**src/rtl/buck_sup_pkg.sv**
```systemverilog
package buck_sup_pkg;
  typedef enum logic [1:0] {MODE_OFF = 2'd0, MODE_PWM = 2'd1, MODE_SKIP = 2'd2} op_mode_t;

  // Three-level enable from two threshold flags; an inconsistent pair reads as off.
  function automatic op_mode_t decode_enable(input logic gt_low, input logic gt_high);
    if (!gt_low)      return MODE_OFF;
    else if (gt_high) return MODE_SKIP;
    else              return MODE_PWM;
  endfunction

  // Clock cycles from start to the full reference code.
  function automatic int unsigned ramp_cycles(input int unsigned target, input int unsigned step);
    return target * step;
  endfunction
endpackage

```
**src/rtl/sup_ref_ramp.sv**
```systemverilog
module sup_ref_ramp #(
  parameter int unsigned DAC_W       = 10,
  parameter int unsigned TARGET_CODE = 600,
  parameter int unsigned STEP_CYCLES = 200
) (
  input  logic             clk,
  input  logic             rst_n,
  input  logic             active,
  output logic [DAC_W-1:0] code
);
  localparam logic [DAC_W-1:0] TOP = DAC_W'(TARGET_CODE);

  logic tick;
  logic at_top;
  assign at_top = (code == TOP);

  generate
    if (STEP_CYCLES > 1) begin : g_div
      localparam int unsigned CW = $clog2(STEP_CYCLES);
      localparam logic [CW-1:0] LAST = CW'(STEP_CYCLES - 1);
      logic [CW-1:0] div;
      always_ff @(posedge clk or negedge rst_n) begin
        if (!rst_n)                  div <= '0;
        else if (!active || at_top)  div <= '0;
        else if (div == LAST)        div <= '0;
        else                         div <= div + 1'b1;
      end
      assign tick = (div == LAST);
    end else begin : g_nodiv
      assign tick = 1'b1;
    end
  endgenerate

  always_ff @(posedge clk or negedge rst_n) begin
    if (!rst_n)                    code <= '0;
    else if (!active)              code <= '0;
    else if (!at_top && tick)      code <= code + 1'b1;
  end

  p_ref_idle_zero_r2: assert property (@(posedge clk) disable iff (!rst_n)
    !active |=> (code == '0));
  p_ref_unit_step_r2: assert property (@(posedge clk) disable iff (!rst_n)
    active |=> (code == $past(code) || code == $past(code) + 1'b1));
  p_ref_ceiling_r2: assert property (@(posedge clk) disable iff (!rst_n)
    code <= TOP);
endmodule

```
**src/rtl/sup_uv_guard.sv**
```systemverilog
module sup_uv_guard #(
  parameter int unsigned BLANK_CYCLES = 200000,
  parameter int unsigned UV_DELAY     = 3200
) (
  input  logic clk,
  input  logic rst_n,
  input  logic active,
  input  logic clear,
  input  logic fb_under,
  output logic armed,
  output logic latched
);
  localparam int unsigned BW = $clog2(BLANK_CYCLES + 1);
  localparam int unsigned UW = $clog2(UV_DELAY + 1);
  localparam logic [BW-1:0] BLANK_END = BW'(BLANK_CYCLES);
  localparam logic [UW-1:0] UV_LAST   = UW'(UV_DELAY - 1);

  logic [BW-1:0] blank_cnt;
  logic [UW-1:0] uv_cnt;
  logic          uv_qual;
  logic          uv_expire;

  assign armed     = (blank_cnt == BLANK_END);
  assign uv_qual   = active && armed && fb_under;
  assign uv_expire = uv_qual && (uv_cnt == UV_LAST);

  always_ff @(posedge clk or negedge rst_n) begin
    if (!rst_n) begin
      blank_cnt <= '0;
      uv_cnt    <= '0;
      latched   <= 1'b0;
    end else begin
      if (!active)     blank_cnt <= '0;
      else if (!armed) blank_cnt <= blank_cnt + 1'b1;

      if (!uv_qual)              uv_cnt <= '0;
      else if (uv_cnt != UV_LAST) uv_cnt <= uv_cnt + 1'b1;

      if (clear)          latched <= 1'b0;
      else if (uv_expire) latched <= 1'b1;
    end
  end

  p_uv_blanked_r7: assert property (@(posedge clk) disable iff (!rst_n)
    (!armed && !latched) |=> !latched);
  p_uv_needs_flag_r6: assert property (@(posedge clk) disable iff (!rst_n)
    (!latched && !fb_under) |=> !latched);
  p_uv_sticky_r9: assert property (@(posedge clk) disable iff (!rst_n)
    (latched && !clear) |=> latched);
endmodule

```
**src/rtl/buck_supervisor.sv**
```systemverilog
module buck_supervisor
  import buck_sup_pkg::*;
#(
  parameter int unsigned DAC_W        = 10,
  parameter int unsigned TARGET_CODE  = 600,
  parameter int unsigned STEP_CYCLES  = 200,
  parameter int unsigned BLANK_CYCLES = 200000,
  parameter int unsigned UV_DELAY     = 3200
) (
  input  logic             clk,
  input  logic             rst_n,
  input  logic             en_gt_low,
  input  logic             en_gt_high,
  input  logic             fb_over,
  input  logic             fb_under,
  input  logic             vout_over,
  input  logic             supply_low,
  input  logic             temp_high,
  output logic             run,
  output logic             skip_mode,
  output logic [DAC_W-1:0] ref_code,
  output logic             hs_force_off,
  output logic             ls_force_on,
  output logic             ls_force_off,
  output logic             discharge
);
  op_mode_t mode;
  logic     enabled;
  logic     active;
  logic     latch_clear;
  logic     uv_armed;
  logic     uv_latched;

  assign mode        = decode_enable(en_gt_low, en_gt_high);
  assign enabled     = (mode != MODE_OFF);
  assign latch_clear = !enabled || supply_low;
  assign active      = enabled && !supply_low && !temp_high && !uv_latched;

  sup_ref_ramp #(
    .DAC_W(DAC_W), .TARGET_CODE(TARGET_CODE), .STEP_CYCLES(STEP_CYCLES)
  ) i_ramp (
    .clk(clk), .rst_n(rst_n), .active(active), .code(ref_code)
  );

  sup_uv_guard #(
    .BLANK_CYCLES(BLANK_CYCLES), .UV_DELAY(UV_DELAY)
  ) i_uv (
    .clk(clk), .rst_n(rst_n), .active(active), .clear(latch_clear),
    .fb_under(fb_under), .armed(uv_armed), .latched(uv_latched)
  );

  assign run          = active;
  assign skip_mode    = active && (mode == MODE_SKIP);
  assign hs_force_off = !active || fb_over || vout_over;
  assign ls_force_on  = active && fb_over;
  assign ls_force_off = !active;
  assign discharge    = !active || fb_over;

  p_gate_exclusive_r3: assert property (@(posedge clk) disable iff (!rst_n)
    !(ls_force_on && ls_force_off));
  p_ovp_action_r3: assert property (@(posedge clk) disable iff (!rst_n)
    (enabled && !supply_low && !temp_high && !uv_latched && fb_over)
      |-> (hs_force_off && ls_force_on && discharge));
  p_nonlatched_off_r8: assert property (@(posedge clk) disable iff (!rst_n)
    (supply_low || temp_high) |-> (!run && hs_force_off && ls_force_off && discharge));
  p_disabled_off_r10: assert property (@(posedge clk) disable iff (!rst_n)
    !en_gt_low |-> (!run && !skip_mode && discharge && ls_force_off));
  p_restart_zero_r11: assert property (@(posedge clk) disable iff (!rst_n)
    $rose(run) |-> (ref_code == '0));
endmodule

```
**config.mk**
```make
export PLATFORM = sky130hd
export DESIGN_NAME = buck_supervisor
export DESIGN_NICKNAME = d
export VERILOG_FILES = /design/src/rtl/buck_sup_pkg.sv /design/src/rtl/sup_ref_ramp.sv /design/src/rtl/sup_uv_guard.sv /design/src/rtl/buck_supervisor.sv
export SDC_FILE = /design/constraint.sdc
export NUM_CORES = 1
export LEC_CHECK = 0
export ABC_CLOCK_PERIOD_IN_PS = 5200
export BUFFER_PORTS_ARGS = -buffer_cell sky130_fd_sc_hd__buf_2
export CAP_MARGIN = 20
export CORE_ASPECT_RATIO = 0.5
export CORE_UTILIZATION = 43
export DETAILED_ROUTE_END_ITERATION = 10
export MAX_ROUTING_LAYER = met4
export PLACE_DENSITY = 0.68
export RECOVER_POWER = 25
export SYNTH_ARGS = -nofsm -noshare
export SYNTH_HDL_FRONTEND = slang
export SYNTH_SLANG_ARGS = --single-unit
```
**constraint.sdc**
```tcl
create_clock -name clk -period 5.2 [get_ports clk]
set_input_delay 0.26 -clock clk [delete_from_list [all_inputs] [get_ports clk]]
set_output_delay 0.26 -clock clk [all_outputs]
set_load 0.01 [all_outputs]
```
# == After elaboration in Yosys (flattened, before gate mapping) ==
# Cells that the tools add are included.
# Widths: inputs -> output; s select.
# word_totals
regBits,49
input_bits,9
output_inout_bits,16
wordCells,51
# op_classes
n_addsub,4
n_eq_ne,9
mux,12
n_reduce_logical,21
# ops
cell,count
$mux 18,2
$mux 12,2
$mux 10,2
$add 18x1->18 const B,1
$eq 18x18->1 const B,1
$mux 8,2
$add 12x1->12 const B,1
$eq 12x12->1 const B,1
$ne 12x12->1 const B,1
$add 10x1->10 const B,1
$eq 10x10->1 const B,1
$logic_and 1x1->1,9
$add 8x1->8 const B,1
$eq 8x8->1 const B,1
$logic_not 1->1,6
$logic_or 1x1->1,4
$mux 2,2
$ne 2x2->1 const B,2
$reduce_bool 2->1,2
$eq 2x2->1 const B,1
$mux 1,2
$ne 2x1->1 const B,1

# == Depth between registers and ports, before layout ==
# logic_depth
depth_word,11
depth_mapped,7
depth_no_buf,6

# == Cells and area by module ==
# Synthesis repeated with hierarchy kept, for this count alone.
# hier_totals
hier_cells,274
hier_area_um2,2692.6
# by_module_without_submodules
module,n_inst,cells_per_inst,area_each_um2,seq_area_each_um2
sup_uv_guard,1,170,1647.8,775.7
sup_ref_ramp,1,96,984.7,450.4
buck_supervisor,1,8,60.1,0.0

# == Worst setup path before layout ==
# No wires, ideal clock.
# synth_timing
kind,reg2reg
startpoint,reg i_uv.blank_cnt[0]
endpoint,reg i_uv.uv_cnt[3]
setup_time_ns,0.087
t_arrival_ns,1.691
required_ns,5.113
path_slack_ns,3.422
stages_incl_launch_ff,8
path_buffers,1
synth_period_minus_slack_ns,1.778
cell_sequence,dfrtp_1 > inv_1 > ha_1 > nor4bb_1 > nand4_1 > or3_4 > buf_6 > a211oi_2
# synth_between
elab_chain_cells,4
elab_cells_between_ends,5
cone_classes,eq/ne: 2; mux: 1; reduce/logical: 2
# synth_lines
element,line_no,rtl
from (decl),sup_uv_guard.sv:18,logic [BW-1:0] blank_cnt;
from (signal assigned),sup_uv_guard.sv:34,else if (!armed) blank_cnt <= blank_cnt + 1'b1;
$eq 18x18->1 *,sup_uv_guard.sv:23,assign armed = (blank_cnt == BLANK_END);
$logic_and 1x1->1 * (2 in a row),sup_uv_guard.sv:24,assign uv_qual = active && armed && fb_under;
$ne 2x2->1 (no line) / $mux 12 (equally long branches),-,
to (signal assigned),sup_uv_guard.sv:37,else if (uv_cnt != UV_LAST) uv_cnt <= uv_cnt + 1'b1;
to (decl),sup_uv_guard.sv:19,logic [UW-1:0] uv_cnt;
# Every way passes the cells marked *; elsewhere a longest branch is shown, timed or not.
# A chain may end at the register's enable or synchronous reset.

==> impl_metrics.tcl <==
set metrics [dict create \
    final_antenna_net_count 0 \
    crit_path_start_kind "primary input" \
    coreArea_sq_mm 0.00568 \
    fin_worst_skew_ns 0.00290 \
    synthCells 274 \
    regToRegStartpoint "i_uv.latched$_DFFE_PN0P_" \
    ys_seq_area_frac 0.466 \
    cpMaxStageDelayCell "clkbuf_1" \
    hpwl_um 3670 \
    grt_max_degree 50 \
    cts_root_buffer "clkbuf_16" \
    num_rows 19 \
    clkLatencyLatePin_ns 0.28 \
    hold_start "en_gt_low" \
    cts_htree_levels 2 \
    n_fill_cell 528 \
    wl_per_cell_um 14.0 \
    initial_utilization 0.463 \
    worstMarginPinSlew_ns 2.19 \
    critical_path_peak_fanout 41 \
    crit_top_cell "clkbuf_1" \
    timing.critical_path.buf_inv 3 \
    yosys.area.top_type "dfrtp_1" \
    numCtsBuffers 5 \
    whs_path_depth 3 \
    syn_area_sq_mm 0.00263 \
    cts_resized 0 \
    critical_path_class "primary input to async pin" \
    gp_congestion 0.792 \
    drt-initial-drc-count 121 \
    viasPerCell 5.65 \
    min_to "i_uv.latched$_DFFE_PN0P_" \
    first_global_vias 1995 \
    post-synth-top-count-cell "dfrtp_1" \
    p_leak_nw 1.21 \
    vdd_drop_max_mv 0.129 \
    cap_violations 1 \
    setup_viol 0 \
    yosys-top-cells-count "dfrtp_1, nor2_1, nand3_1, nand2_1, xnor2_1" \
    multi_input_area_sq_mm 0.00133 \
    cpPeakStageDelay_ns 1.60 \
    async_flop_share 1.00 \
    fin_nets 317 \
    cts_tree "done" \
    overflow 0 \
    crit_chain "dlygate4sd3_1, clkbuf_1, clkbuf_1" \
    slew_viol_final 42 \
    io_pins 25 \
    drive_gt1_frac 0.119 \
    ys.flop_type "dfrtp_1" \
    crit_family "buffers and inverters" \
    antenna_cells 0 \
    rr_worst_depth 5 \
    clk_pin_slew_ns 0.06 \
    fin_crit_sh 0.544 \
    clk_path_buf_depth 2 \
    period_needed_ns 2.83 \
    dpl.cell_count 366 \
    yosysWarnings 0 \
    reg2reg_to "i_uv.uv_cnt[7]$_DFFE_PN0P_" \
    dieArea_sq_mm 0.00645 \
    post_cts_buffers 0 \
    synth-seq-cells 49 \
    die_y_um 57.3 \
    r2r_setup_slack_ns 2.82 \
    fp.dieW_um 113 \
    syn2layout_area_growth_pct 12.6 \
    numClockSinks 49 \
    remaining_drc_errors 0 \
    max_slew_margin -0.460 \
    synth_edf_count 0 \
    cp.required_ns 5.15 \
    min-delay-path-class "primary input to flop" \
    seq_area_sq_mm 0.00123 \
    p_per_area_mw_per_mm2 244 \
    outcome "complete, but fails checks" \
    finalHoldViolCount 0 \
    max_freq_mhz 353 \
    failed_checks "capacitance limit, slew limit" \
    setup_tns_ns 0 \
    drt_first_pass_iters 4 \
    grt_use_total 0.190 \
    stdcell_count 375 \
    synth_top_area_frac 0.466 \
    grt_antenna_before_repair 0 \
    wl_um 5250 \
    portBuffers 24 \
    synth_cell_types 42 \
    arrival_ns 2.78 \
    cp-end-kind "async pin" \
    power_w 0.000723 \
    grt_pass1_wl_um 9430 \
    rsz0062_at_grt "no" \
    ys_top_cells_by_area "dfrtp_1, nor2_1, xnor2_1" \
    vias 2119 \
    postCtsHoldBufs 0 \
    syn_area_per_cell_sq_um 9.60 \
    syn-num-nets 289 \
]
[sequential cells by signal, indices dropped and copies added, names as in the netlist]
| signal | count |
|---|---|
| i_uv.uv_cnt | 12 |
| i_uv.latched | 1 |
| i_ramp.code | 10 |
| i_ramp.g_div.div | 8 |
| i_uv.blank_cnt | 18 |
[area by class of cell]
| class | count | share of cell area |
|---|---|---|
| Timing Repair Buffer | 26 | 0.0448 |
| Sequential cell | 49 | 0.414 |
| Inverter | 10 | 0.0144 |
| Clock buffer | 7 | 0.0482 |
| Tap cell | 73 | 0.0308 |
| Multi-Input combinational cell | 210 | 0.448 |
[worst max path at each step]
stage / from / to / slack, ns / depth (start not counted)
after floorplan: i_uv.blank_cnt[0]$_DFFE_PN0P_ / i_uv.uv_cnt[3]$_DFFE_PN0P_ / 3.42 / 7
after global placement: supply_low / i_uv.uv_cnt[7]$_DFFE_PN0P_ / 2.82 / 6
after detailed placement: supply_low / i_uv.uv_cnt[7]$_DFFE_PN0P_ / 2.77 / 6
after CTS: i_uv.latched$_DFFE_PN0P_ / hs_force_off / 2.70 / 3
after global routing: rst_n / i_uv.uv_cnt[4]$_DFFE_PN0P_ / 1.72 / 3
final: rst_n / i_uv.uv_cnt[4]$_DFFE_PN0P_ / 2.37 / 3
[worst register-to-register path: stages, from the launching register on]
cell      delay [ns]
dfrtp_1         0.38
or4b_1          0.94
clkinv_4        0.28
nand2_1         0.08
or3_4           0.42
nor3_1          0.21
[cell usage in the layout, fill, tap and decap left out, types with 9 or more instances in the layout]
cell      n
or3_1     9
nor2_1   37
buf_2    23
nand3_1  22
nor3_1   11
inv_1     9
xnor2_1  15
dfrtp_1  49
xor2_1    9
nand2_1  16
a21oi_1  11
[power by group]
group | internal, W | total [W] | switching, W
clock | 0.000189 | 0.000318 | 0.000129
sequential | 0.000382 | 0.000383 | 0.00000116
combinational | 0.00000650 | 0.0000220 | 0.0000155
[kinds of logic after synthesis]
kind of cell             after synthesis  share of synthesized area
adder cells (fa/ha/maj)                6                     0.0285
AND/OR/NAND/NOR                      144                      0.302
XOR/XNOR                              24                     0.0799
flip-flops                            49                      0.466
multiplexers                           4                     0.0152
AO/OA/AOI/OAI                         32                     0.0790
buffers and inverters                 15                     0.0295
[layer usage]
metal  share of wire  track usage  up-vias
met5               0            -        -
met4           0.012       0.0571        0
met3           0.029       0.0361        7
met2            0.46        0.297       33
met1            0.50        0.253     1043
li1                -            -     1036
[per-stage QoR]
step                hold WS, ns  instance area, sq um  setup WS [ns]   util
finish                    0.249                  2960           2.37  0.521
global route              0.279                  2960           1.72  0.521
CTS                       0.226                  2950           2.70  0.519
detailed placement        0.501                  2810           2.77  0.494
global placement          0.490                  2810           2.82  0.494
floorplan               -0.0356                  2630           3.42      -
Power figures use the tool's default switching activity.
